<file path="config.mk">
export PLATFORM = sky130hd
export DESIGN_NAME = supply_reset_ctrl
export DESIGN_NICKNAME = d
export VERILOG_FILES = /design/src/rtl/srst_pkg.sv /design/src/rtl/srst_deglitch.sv /design/src/rtl/srst_delay.sv /design/src/rtl/supply_reset_ctrl.sv
export SDC_FILE = /design/constraint.sdc
export NUM_CORES = 1
export LEC_CHECK = 0
export ABC_CLOCK_PERIOD_IN_PS = 4250
export BUFFER_PORTS_ARGS = -buffer_cell sky130_fd_sc_hd__buf_4
export CORE_ASPECT_RATIO = 1.25
export CORE_MARGIN = 8
export CORE_UTILIZATION = 29
export CTS_BUF_LIST = sky130_fd_sc_hd__clkbuf_16
export DETAILED_ROUTE_END_ITERATION = 8
export GPL_TIMING_DRIVEN = 0
export PLACE_DENSITY = 0.57
export SLEW_MARGIN = 15
export SYNTH_ARGS = -nofsm -noshare
export SYNTH_HDL_FRONTEND = slang
export SYNTH_SLANG_ARGS = --single-unit
</file>
<file path="constraint.sdc">
create_clock -name clk_i -period 4.25 [get_ports clk_i]
set_input_delay 0.2125 -clock clk_i [delete_from_list [all_inputs] [get_ports clk_i]]
set_output_delay 0.2125 -clock clk_i [all_outputs]
set_load 0.02 [all_outputs]
</file>
<file path="src/rtl/srst_pkg.sv">
package srst_pkg;

   // Comparator channels that share the deglitch filter structure
   typedef enum int unsigned {
      CH_UV  = 0,
      CH_OV  = 1,
      NUM_CH = 2
   } srst_ch_e;

   // Counter width able to hold values 0 .. n-1, at least one bit
   function automatic int unsigned cnt_width(input int unsigned n);
      return (n > 1) ? $clog2(n) : 1;
   endfunction

endpackage

</file>
<file path="src/rtl/srst_deglitch.sv">
module srst_deglitch #(
   parameter int unsigned FILT_CYC = 4
) (
   input  logic clk_i,
   input  logic rst_ni,
   input  logic raw_i,
   output logic flt_o
);
   localparam int unsigned CW = srst_pkg::cnt_width(FILT_CYC);
   localparam logic [CW-1:0] LAST = CW'(FILT_CYC - 1);

   logic flt_q;

   generate
      if (FILT_CYC <= 1) begin : g_direct
         // A one-cycle filter reduces to a plain register
         always_ff @(posedge clk_i or negedge rst_ni) begin
            if (!rst_ni) flt_q <= 1'b0;
            else         flt_q <= raw_i;
         end
      end else begin : g_count
         logic [CW-1:0] run_q;
         always_ff @(posedge clk_i or negedge rst_ni) begin
            if (!rst_ni) begin
               run_q <= '0;
               flt_q <= 1'b0;
            end else if (raw_i == flt_q) begin
               // Input agrees with the held state: any partial run is dropped
               run_q <= '0;
            end else if (run_q == LAST) begin
               flt_q <= raw_i;
               run_q <= '0;
            end else begin
               run_q <= run_q + 1'b1;
            end
         end
      end
   endgenerate

   assign flt_o = flt_q;
endmodule

</file>
<file path="src/rtl/srst_delay.sv">
module srst_delay #(
   parameter int unsigned DLY_CYC = 8
) (
   input  logic clk_i,
   input  logic rst_ni,
   input  logic go_i,
   output logic done_o
);
   localparam int unsigned CW = srst_pkg::cnt_width(DLY_CYC);
   localparam logic [CW-1:0] LAST = CW'(DLY_CYC - 1);

   logic done_q;

   generate
      if (DLY_CYC <= 1) begin : g_direct
         always_ff @(posedge clk_i or negedge rst_ni) begin
            if (!rst_ni) done_q <= 1'b0;
            else         done_q <= go_i;
         end
      end else begin : g_count
         logic [CW-1:0] cnt_q;
         always_ff @(posedge clk_i or negedge rst_ni) begin
            if (!rst_ni) begin
               cnt_q  <= '0;
               done_q <= 1'b0;
            end else if (!go_i) begin
               cnt_q  <= '0;
               done_q <= 1'b0;
            end else if (!done_q) begin
               if (cnt_q == LAST) done_q <= 1'b1;
               else               cnt_q  <= cnt_q + 1'b1;
            end
            // once done the counter holds its terminal value
         end
      end
   endgenerate

   assign done_o = done_q;
endmodule

</file>
<file path="src/rtl/supply_reset_ctrl.sv">
module supply_reset_ctrl #(
   parameter int unsigned FILT_CYC = 4,
   parameter int unsigned EN_CYC   = 6,
   parameter int unsigned REL_CYC  = 8
) (
   input  logic clk_i,
   input  logic rst_ni,
   input  logic uv_cmp_i,
   input  logic ov_cmp_i,
   input  logic tsd_i,
   input  logic en_i,
   input  logic bias_uv_i,
   input  logic ss_done_i,
   output logic rst_n_o,
   output logic sw_off_o,
   output logic pd_o
);
   import srst_pkg::*;

   // Elaboration-time parameter checks
   if (FILT_CYC < 1) begin : g_bad_filt
      $error("supply_reset_ctrl: FILT_CYC must be at least 1");
   end
   if (EN_CYC < 1) begin : g_bad_en
      $error("supply_reset_ctrl: EN_CYC must be at least 1");
   end
   if (REL_CYC < 1) begin : g_bad_rel
      $error("supply_reset_ctrl: REL_CYC must be at least 1");
   end

   logic [NUM_CH-1:0] cmp_raw;
   logic [NUM_CH-1:0] cmp_flt;
   logic              en_ok;
   logic              rel_done;
   logic              held_flt;
   logic              fault_any;

   assign cmp_raw[CH_UV] = uv_cmp_i;
   assign cmp_raw[CH_OV] = ov_cmp_i;

   for (genvar ch = 0; ch < NUM_CH; ch++) begin : g_filt
      srst_deglitch #(.FILT_CYC(FILT_CYC)) u_filt (
         .clk_i (clk_i),
         .rst_ni(rst_ni),
         .raw_i (cmp_raw[ch]),
         .flt_o (cmp_flt[ch])
      );
   end

   // Enable must stay high for EN_CYC edges before it counts as cleared
   srst_delay #(.DLY_CYC(EN_CYC)) u_en_qual (
      .clk_i (clk_i),
      .rst_ni(rst_ni),
      .go_i  (en_i),
      .done_o(en_ok)
   );

   // Registered fault state, plus the raw flags that bypass filtering
   assign held_flt  = cmp_flt[CH_UV] | cmp_flt[CH_OV] | ~en_ok;
   assign fault_any = held_flt | tsd_i | bias_uv_i;

   srst_delay #(.DLY_CYC(REL_CYC)) u_release (
      .clk_i (clk_i),
      .rst_ni(rst_ni),
      .go_i  (~fault_any),
      .done_o(rel_done)
   );

   // The soft-start lockout gates the output directly and needs no delay
   assign rst_n_o  = rel_done & ~held_flt & ss_done_i;
   assign sw_off_o = cmp_flt[CH_OV];
   assign pd_o     = cmp_flt[CH_OV];
endmodule

</file>
---- Yosys cells after proc, flatten, opt, wreduce, memory -nomap -nowiden ----
Cells that the tools add are included.
storage, ports and cells
  memories ................................ 0
  bits of input ports ..................... 8
  ROM bits ................................ 0
  latch bits .............................. 0
  output and inout port bits .............. 3
  register bits after elaboration ......... 14
  logic and storage cells ................. 52
  bits in writable memories ............... 0
cells by class
  $lt $le $gt $ge ......................... 0
  div/mod/pow operators ................... 0
  bitwise operators ....................... 10
  equality and inequality tests ........... 10
  mux-type cells .......................... 16
  $mul .................................... 0
  add/sub/neg operators ................... 4
  shifts and indexed selects .............. 0
  reductions and logical operators ........ 4
operator list
  operator                                                       count
  3-bit 2-to-1 mux                                               6
  2-bit 2-to-1 mux                                               4
  2-bit != test, second input constant                           4
  2-bit AND reduction                                            4
  3-bit by 1-bit adder with 3-bit output, second input constant  2
  3-bit == test, second input constant                           2
  1-bit 2-to-1 mux                                               6
  2-bit by 1-bit adder with 2-bit output, second input constant  2
  2-bit == test, second input constant                           2
  1-bit inverter                                                 4
  1-bit bitwise OR                                               4
  1-bit bitwise AND                                              2
  1-bit == test                                                  2

---- Depth between registers and ports, before layout ----
Gate-level depths: netlist of run 1.
  word-level depth ........................ 6
  gate-level depth with buffers ........... 4
  gate-level depth less buffers ........... 4

---- Hierarchy ----
From an unflattened synthesis of run 1, not the netlist that was laid out.
second synthesis, totals
  cells, all modules ...................... 55
  area, all modules ....................... 695.7 sq um
modules (own cells, without submodules)
  module                  cells each  sequential area each (sq um)  instances  area an instance (sq um)
  srst_deglitch           8           75.1                          2          123.9
  srst_delay (u_en_qual)  18          100.1                         1          211.5
  srst_delay (u_release)  16          100.1                         1          188.9
  supply_reset_ctrl       5           0.0                           1          47.5

---- Worst setup path before layout of run 1 ----
No wires, ideal clock.
  kind .................................... reg2reg
  start point ............................. register u_release.g_count.cnt_q[0]
  end point ............................... register u_release.g_count.cnt_q[0]
  required time ........................... 4139 ps
  setup time .............................. 111 ps
  clock period less this slack ............ 1577 ps
  cell stages (with the launch flop) ...... 5
  path slack .............................. 2673 ps
  arrival time ............................ 1465 ps
  path buffers ............................ 0
  cell sequence ........................... dfrtp_1 -> ha_1 -> ha_1 -> or3_1 -> a2111oi_2
between the ends
  word-level cells in the longest chain between the ends .. 4
  elaborated cells on any way between the ends .. 7
  those cells by class .................... 1 x add/sub; 2 x eq/ne; 3 x mux; 1 x reduce/logical
ends and longest elaborated chain
  element                                 RTL line          RTL
  from (decl)                             srst_delay.sv:21  logic [CW-1:0] cnt_q;
  from (signal assigned)                  srst_delay.sv:31  else cnt_q <= cnt_q + 1'b1;
  3-bit by 1-bit adder with 3-bit output  srst_delay.sv:31
  3-bit 2-to-1 mux                        srst_delay.sv:30  if (cnt_q == LAST) done_q <= 1'b1;
  3-bit 2-to-1 mux                        srst_delay.sv:29  end else if (!done_q) begin
  3-bit 2-to-1 mux                        srst_delay.sv:26  end else if (!go_i) begin
Parallel ways exist; a longest one is shown, timed or not. The select of a mux whose other input is x is not followed.
A chain may end at the register's enable or synchronous reset.

---- Final worst setup path of run 1 ----
Ends and elaborated chain as after synthesis.

==> Flow_metrics.wiki, run 1 <==
{| class="wikitable"
! Metric !! Value
|-
| Reg-to-reg slack, setup || 2.54 ns
|-
| Synth cell types || 24
|-
| Final worst-path cycle share || 0.403
|-
| Count of port buffers added during placement || 10
|-
| Worst setup EP type || register
|-
| Horiz. Die Dim || 59.7 um
|-
| Minimum hold slack || 0.175 ns
|-
| Fraction of layout cells with a size suffix above 1 || 0.286
|-
| Dominant combinational cell family by area after synthesis || simple AND/OR/NAND/NOR gates
|-
| # IOs || 11
|-
| TritonCTS clock tree || done
|-
| Via density per instance || 4.59
|-
| Maximum number of pins on one net before global-route repair || 15
|-
| Post-CTS setup repair buffer count || 0
|-
| Most frequent cells in the layout || sky130_fd_sc_hd__dfrtp_1 (14), sky130_fd_sc_hd__buf_4 (11), sky130_fd_sc_hd__ha_1 (6)
|-
| Starting DRC count in detailed routing || 18
|-
| Worst hold path type || primary input to register
|-
| Routability cong. || 0.680
|-
| Number of nets with antenna violations after detailed routing || 0
|-
| Most common library cell in the layout ignoring fill and taps || sky130_fd_sc_hd__dfrtp_1
|-
| Via count of the first global-routing pass || 504
|-
| Post-route DRC violation count || 0
|-
| Remaining global-route overflow || 0
|-
| Reg clk slew, reported paths || 0.05 ns
|-
| First-pass GRT wire length || 2220 um
|-
| Mean routed wirelength per cell || 12.4 um
|-
| Clock Sink Count || 14
|-
| Cell row count || 20
|-
| Adder-cell area share of the yosys netlist || 0.108
|-
| Non-filler cells, final || 103
|-
| CTS buffer count || 3
|-
| Worst-path fanout max || 7
|-
| Die Height || 70.7 um
|-
| Smallest setup slack after layout || 2.54 ns
|-
| Aggregate global-route resource usage || 0.0692
|-
| Initial standard-cell utilization of the core || 0.295
|-
| Wire length after detailed routing || 1280 um
|-
| Final clock skew || 0.00170 ns
|-
| H-tree levels || 1
|-
| Total Power Consumption || 0.467 mW
|-
| Placed cell count || 98
|-
| Data required, critical path || 4.38 ns
|-
| Post-synthesis sequential area ratio || 0.505
|-
| Hold Fails Final Rpt || 0
|-
| Number of gates resized after cts || 0
|-
| Fmax || 584 MHz
|-
| IR Drop Worst-Case VDD || 0.531 mV
|-
| CTS root buf || sky130_fd_sc_hd__clkbuf_16
|-
| WHS Path Cells || 2
|-
| Critical path type || register to register
|-
| Setup repair after global routing missed its margin || false
|-
| Lkg Pwr || 0.427 nW
|-
| Slew Limit Headroom || 0.761
|-
| Critical Path Source Type || register
|-
| Share of synthesized cell area in and, or, nand and nor gates || 0.175
|-
| Compound-cell area share of the yosys netlist || 0.108
|-
| Post-synthesis cell area || 693 um^2
|-
| Aggregate negative setup slack || 0 ns
|-
| Endpoints failing setup || 0
|-
| Die Footprint || 4220 um^2
|-
| Synthesized net count || 69
|-
| Number of antenna violations at the first check in global routing || 0
|-
| Number of register bits inferred by synthesis || 14
|-
| Depth of the worst register-to-register path || 4
|-
| Warning count from the yosys run || 0
|-
| Core Box Area || 2350 um^2
|-
| Max-capacitance violation count || 0
|-
| Post-Place Worst Slack || 2.52 ns
|-
| Placed wire-length estimate after detailed placement || 957 um
|-
| Total number of nets in the final design || 85
|-
| Drt first pass iters || 4
|-
| Xor/xnor share of the synthesized area || 0.0253
|-
| Layout overhead on the synthesized area || 29.6%
|-
| Arrival time at the worst endpoint || 1.84 ns
|-
| Minimum clock period || 1.71 ns
|-
| Power per standard cell area || 520 nW/um^2
|-
| Buffers from clock root to sink, at most || 2
|-
| Share of cell area taken by muxes after synthesis || 0.0614
|-
| Outcome || finished clean
|-
| Transition time at the pin with the least slew margin || 0.358 ns
|-
| Mapped Avg Cell Area || 12.6 um^2
|-
| Cells after Synth || 55
|-
| CTS hold repair buffers || 1
|-
| Number of vias in the routed layout || 473
|-
| Count of pins over their slew limit || 0
|-
| Clock latency on the worst-skew pair || 0.24 ns
|-
| Diode insertion count for antenna repair || 0
|}
logic make-up (layout without fill, tap and decap cells):
| group | count (synthesis) | in the layout |
|---|---|---|
| AOI/OAI and AO/OA | 8 | 8 |
| xor gates and xnor gates | 2 | 2 |
| adders and majority gates | 6 | 6 |
| buffers and inverters | 2 | 17 |
| DFF | 14 | 14 |
| muxes | 4 | 4 |
| and+or+nand+nor | 19 | 19 |
worst max-delay path, cell delays in order, from the launching register on:
cell	delay [ns]
sky130_fd_sc_hd__dfrtp_1	0.39
sky130_fd_sc_hd__ha_1	0.21
sky130_fd_sc_hd__ha_1	0.25
sky130_fd_sc_hd__or3_1	0.38
sky130_fd_sc_hd__a2111oi_2	0.37
synthesized netlist by cell type, drive strengths merged:
library cell  number  area share
nor2b              3       0.027
o211a              1       0.014
or3b               3       0.042
xor2               1       0.013
nor3b              1       0.011
nand4bb            1       0.016
a2111oi            3       0.065
and2               1      0.0090
nand2b             2       0.018
nor3               1      0.0072
xnor2              1       0.013
buf                1       0.011
ha                 6        0.11
nand2              3       0.016
a21oi              1      0.0072
o21ai              3       0.022
inv                1      0.0054
or3                1      0.0090
mux2i              2       0.029
nor2               2       0.011
mux2               2       0.032
dfrtp             14        0.51
nor4               1      0.0090
where the power goes:
| group | leakage [nW] | total (mW) | switching, mW | internal [mW] |
|---|---|---|---|---|
| Combinational | 0.204 | 0.103 | 0.0449 | 0.0576 |
| Clock | 0.0385 | 0.179 | 0.0548 | 0.124 |
| Sequential | 0.185 | 0.185 | 0.0223 | 0.163 |
| Total | 0.427 | 0.467 | 0.122 | 0.345 |
sequential cells by signal, summed over array words and instances, names as in the netlist:
name and flops:
u_release.g_count.cnt_q 3, g_filt.u_filt.g_count.run_q 4, u_en_qual.g_count.cnt_q 3, g_filt.u_filt.flt_o 2, u_en_qual.done_o 1, u_release.done_o 1
area by class of cell:
cell class                      count  area [um^2]
Fill cell                         255         1450
Sequential cell                    14          350
Multi-Input combinational cell     39          332
Timing Repair Buffer               11         85.1
Clock buffer                        3         75.1
Tap cell                           33         41.3
Buffer                              1         7.51
Clock inverter                      1         3.75
Inverter                            1         3.75
path summary, 6_finish.rpt:
check                                                            start                                           to
setup / recovery                u_release.g_count.cnt_q[0]$_DFFE_PN0P_       u_release.g_count.cnt_q[0]$_DFFE_PN0P_
hold reg to reg            g_filt[1].u_filt.g_count.run_q[0]$_DFF_PN0_  g_filt[1].u_filt.g_count.run_q[0]$_DFF_PN0_
hold / removal                                               bias_uv_i       u_release.g_count.cnt_q[1]$_DFFE_PN0P_
max in group asynchronous                                       rst_ni       u_release.g_count.cnt_q[0]$_DFFE_PN0P_
setup reg to reg                u_release.g_count.cnt_q[0]$_DFFE_PN0P_       u_release.g_count.cnt_q[0]$_DFFE_PN0P_
min in group asynchronous                                       rst_ni       u_release.g_count.cnt_q[2]$_DFFE_PN0P_
metrics by stage:
stage / util / area, um^2
6_report: 0.382 / 898
5_1_grt: 0.382 / 898
4_1_cts: 0.382 / 898
3_5_place_dp: 0.344 / 810
3_3_place_gp: 0.344 / 810
2_1_floorplan: - / 693
layer usage:
layer  part of all wire  global-route usage  vias up
met1               0.45              0.0763      224
met4             0.0071              0.0239        0
met2               0.46               0.105       14
met3              0.082              0.0436        2
met5                  0                   0        -
li1                   -                   -      233
Power figures use the tool's default switching activity.
==> run 2, diff against run 1 <==
--- a/config.mk
+++ b/config.mk
@@ -5,7 +5,7 @@
 export SDC_FILE = /design/constraint.sdc
 export NUM_CORES = 1
 export LEC_CHECK = 0
-export ABC_CLOCK_PERIOD_IN_PS = 4250
+export ABC_CLOCK_PERIOD_IN_PS = 1430
 export BUFFER_PORTS_ARGS = -buffer_cell sky130_fd_sc_hd__buf_4
 export CORE_ASPECT_RATIO = 1.25
 export CORE_MARGIN = 8
@@ -13,7 +13,7 @@
 export CTS_BUF_LIST = sky130_fd_sc_hd__clkbuf_16
 export DETAILED_ROUTE_END_ITERATION = 8
 export GPL_TIMING_DRIVEN = 0
-export PLACE_DENSITY = 0.57
+export PLACE_DENSITY = 0.59
 export SLEW_MARGIN = 15
 export SYNTH_ARGS = -nofsm -noshare
 export SYNTH_HDL_FRONTEND = slang
==> constraint.sdc (replaced) <==
create_clock -name clk_i -period 1.43 [get_ports clk_i]
set_input_delay 0.0715 -clock clk_i [delete_from_list [all_inputs] [get_ports clk_i]]
set_output_delay 0.0715 -clock clk_i [all_outputs]
set_load 0.02 [all_outputs]
==> run 2 against run 1 <==
Against the previous run: the flow now finishes with violations (setup timing); clock-buffer cell count unchanged; sequential cell count unchanged; setup slack got worse by 2.7 ns; worst hold slack got worse by 0.11 ns; first-iteration DRC count decreased by 5.6%; via count increased by 4.4%; largest power group unchanged.
==> Flow_metrics.wiki, run 2 (synthesized netlist as in run 1, its figures left out) <==
{| class="wikitable"
! Metric !! Value
|-
| Met1 demand-to-capacity share in global routing || 0.0819 (+0.00564)
|-
| Max-capacitance violation count || 0 (unchanged)
|-
| Critical Path Start || u_release.g_count.cnt_q[1]$_DFFE_PN0P_
|-
| Arrival time at the worst endpoint || 1.72 ns (-0.12 ns)
|-
| Area used by sequential logic in the layout || 350 um^2 (unchanged)
|-
| Via density per instance || 4.53 (-1.3%)
|-
| Non-filler cells, final || 109 (+5.8%)
|-
| Gate family responsible for the most delay along the worst path || adder cells
|-
| Aggregate global-route resource usage || 0.0700 (+0.000822)
|-
| Number of flip-flops in the largest register || 4 (unchanged)
|-
| Minimum clock period || 1.58 ns (-0.128 ns)
|-
| Violations in the final reports || setup timing
|-
| Outcome || finished with violations
|-
| Worst hold path type || primary input to register
|-
| Clock latency on the worst-skew pair || 0.24 ns (about the same)
|-
| Top flop regs || g_filt.u_filt.g_count.run_q x4, u_en_qual.g_count.cnt_q x3, u_release.g_count.cnt_q x3
|-
| Wire length after detailed routing || 1350 um (+5.5%)
|-
| Placed cell count || 98 (unchanged)
|-
| Final clock skew || 0.00288 ns (+0.00119 ns)
|-
| H-tree levels || 1 (unchanged)
|-
| Total number of nets in the final design || 91 (+7.1%)
|-
| Most common library cell in the layout ignoring fill and taps || sky130_fd_sc_hd__buf_4
|-
| Layout filler cell count || 235 (-7.8%)
|-
| Initial standard-cell utilization of the core || 0.295 (unchanged)
|-
| Met3 capacity usage during global routing || 0.0309 (-0.0127)
|-
| Routability cong. || 0.739 (+8.7%)
|-
| Transition time at the pin with the least slew margin || 0.364 ns (+0.00513 ns)
|-
| TritonCTS clock tree || done
|-
| Data required, critical path || 1.56 ns (-2.82 ns)
|-
| Die Footprint || 4220 um^2 (unchanged)
|-
| Smallest setup slack after layout || -0.154 ns (-2.69 ns)
|-
| Power per standard cell area || 1390 nW/um^2 (+170%)
|-
| Area of the multi-input gates || 402 um^2 (+21%)
|-
| Horiz. Die Dim || 59.7 um (unchanged)
|-
| Reg clk slew, reported paths || 0.04 ns (about the same)
|-
| Count of pins over their slew limit || 0 (unchanged)
|-
| Launch point of the worst reg-to-reg path || u_release.g_count.cnt_q[1]$_DFFE_PN0P_
|-
| Post-route DRC violation count || 0 (unchanged)
|-
| Most Crowded Layer GR || met2
|-
| Buffers from clock root to sink, at most || 2 (unchanged)
|-
| Total Power Consumption || 1.41 mW (+200%)
|-
| Total buffers and inverters traversed by the critical path || 0 (unchanged)
|-
| Mean routed wirelength per cell || 12.3 um (-0.32%)
|-
| Fraction of layout cells with a size suffix above 1 || 0.421 (+0.135)
|-
| Slew Limit Headroom || 0.755 (-0.00598)
|-
| Via count of the first global-routing pass || 520 (+3.2%)
|-
| IR Drop Worst-Case VDD || 0.690 mV (+30%)
|-
| Drt first pass iters || 3 (-1)
|-
| Endpoints failing setup || 3 (+3)
|-
| Worst setup EP type || register
|-
| Lkg Pwr || 0.455 nW (+6.6%)
|-
| CTS buffer count || 3 (unchanged)
|-
| Cell row count || 20 (unchanged)
|-
| Hold Fails Final Rpt || 0 (unchanged)
|-
| List of cells traversed by the critical path || ha_2, ha_4, or3b_4, a2111oi_4
|-
| CTS root buf || sky130_fd_sc_hd__clkbuf_16
|-
| Core Box Area || 2350 um^2 (unchanged)
|-
| Worst min-delay path startpoint || bias_uv_i
|-
| Critical path type || register to register
|-
| Layout overhead on the synthesized area || 46.8%
|-
| Remaining global-route overflow || 0 (unchanged)
|-
| Slowest cell on crit path || sky130_fd_sc_hd__or3b_4
|-
| Number of antenna violations at the first check in global routing || 0 (unchanged)
|-
| Critical Path Source Type || register
|-
| Maximum single-stage delay on the critical path || 0.38 ns (about the same)
|-
| Starting DRC count in detailed routing || 17 (-1)
|-
| Final worst-path cycle share || 1.11 (+0.705)
|-
| Count of port buffers added during placement || 10 (unchanged)
|-
| Setup repair after global routing missed its margin || true
|-
| Most flops, register || g_filt.u_filt.g_count.run_q
|-
| Die Height || 70.7 um (unchanged)
|-
| Worst-path fanout max || 2 (-5)
|-
| Met2 Use GR || 0.106 (+0.00120)
|-
| Fmax || 631 MHz (+8.1%)
|-
| Clock Sink Count || 14 (unchanged)
|-
| # IOs || 11 (unchanged)
|-
| Most frequent cells in the layout || sky130_fd_sc_hd__buf_4 (16), sky130_fd_sc_hd__dfrtp_1 (14), sky130_fd_sc_hd__ha_1 (4)
|-
| Diode insertion count for antenna repair || 0 (unchanged)
|-
| First-pass GRT wire length || 2340 um (+5.3%)
|-
| Number of vias in the routed layout || 494 (+4.4%)
|-
| Number of nets with antenna violations after detailed routing || 0 (unchanged)
|-
| Maximum number of pins on one net before global-route repair || 15 (unchanged)
|}
run 2: cell count changes in the layout (fill, tap and decap cells not counted), moves of 2 or more:
cell	before	now
sky130_fd_sc_hd__or3b_1	2	0
sky130_fd_sc_hd__or3b_4	1	3
sky130_fd_sc_hd__ha_1	6	4
sky130_fd_sc_hd__a2111oi_2	3	0
sky130_fd_sc_hd__buf_4	11	16
sky130_fd_sc_hd__a2111oi_4	0	3
run 2: final timing paths:
| path | slack (ns) | to | cells past startpoint |
|---|---|---|---|
| worst max-delay path | -0.15 | u_release.g_count.cnt_q[2]$_DFFE_PN0P_ | 4 |
| worst min-delay path | 0.07 | u_release.g_count.cnt_q[0]$_DFFE_PN0P_ | 2 |
| worst max register to register | -0.15 | u_release.g_count.cnt_q[2]$_DFFE_PN0P_ | 4 |
| worst min register to register | 0.43 | g_filt[1].u_filt.g_count.run_q[0]$_DFF_PN0_ | 1 |
| max in group asynchronous | 1.03 | u_release.g_count.cnt_q[2]$_DFFE_PN0P_ | 2 |
| min in group asynchronous | 0.22 | u_en_qual.g_count.cnt_q[2]$_DFFE_PN0P_ | 2 |
run 2: metal layers:
layer | vias to the layer above | share of wire
met5 | - | 0
met4 | 0 | 0
met3 | 0 | 0.057
met2 | 10 | 0.48
met1 | 240 | 0.46
li1 | 244 | -
run 2: cell type report:
cell class | instances | area share
clock buffers | 3 | 0.0738
well taps | 33 | 0.0406
plain buffers | 1 | 0.00738
flip-flops and latches | 14 | 0.344
inverters | 1 | 0.00369
multi-input cells | 39 | 0.395
clock inverters | 1 | 0.00369
repair buffers | 17 | 0.132
run 2: power by group:
group          switching (mW)  total, mW  internal, mW
combinational           0.160      0.353         0.193
sequential             0.0529      0.537         0.484
clock                   0.154      0.523         0.369
run 2: metrics by stage:
| step | utilization | setup TNS (ns) | setup WS (ns) | cell area (um^2) | hold WS, ns |
|---|---|---|---|---|---|
| after global routing | 0.432 | -0.485 | -0.205 | 1020 | 0.0681 |
| final | 0.432 | -0.326 | -0.154 | 1020 | 0.0653 |
| after floorplan | - | -0.243 | -0.106 | 708 | -0.224 |
| after global placement | 0.351 | -0.392 | -0.149 | 825 | -0.0675 |
| after CTS | 0.398 | -0.463 | -0.187 | 936 | 0.0347 |
| after detailed placement | 0.351 | -0.503 | -0.185 | 825 | -0.0653 |
run 2: timing repair:
action / in CTS / in global routing
buffers inserted: 3 / 3
hold buffers: 1 / 0
pin swaps: 3 / 3
hold endpoints to repair: 14 / 0
endpoints found under the setup margin: 4 / 4
gates resized for setup: 0 / 9
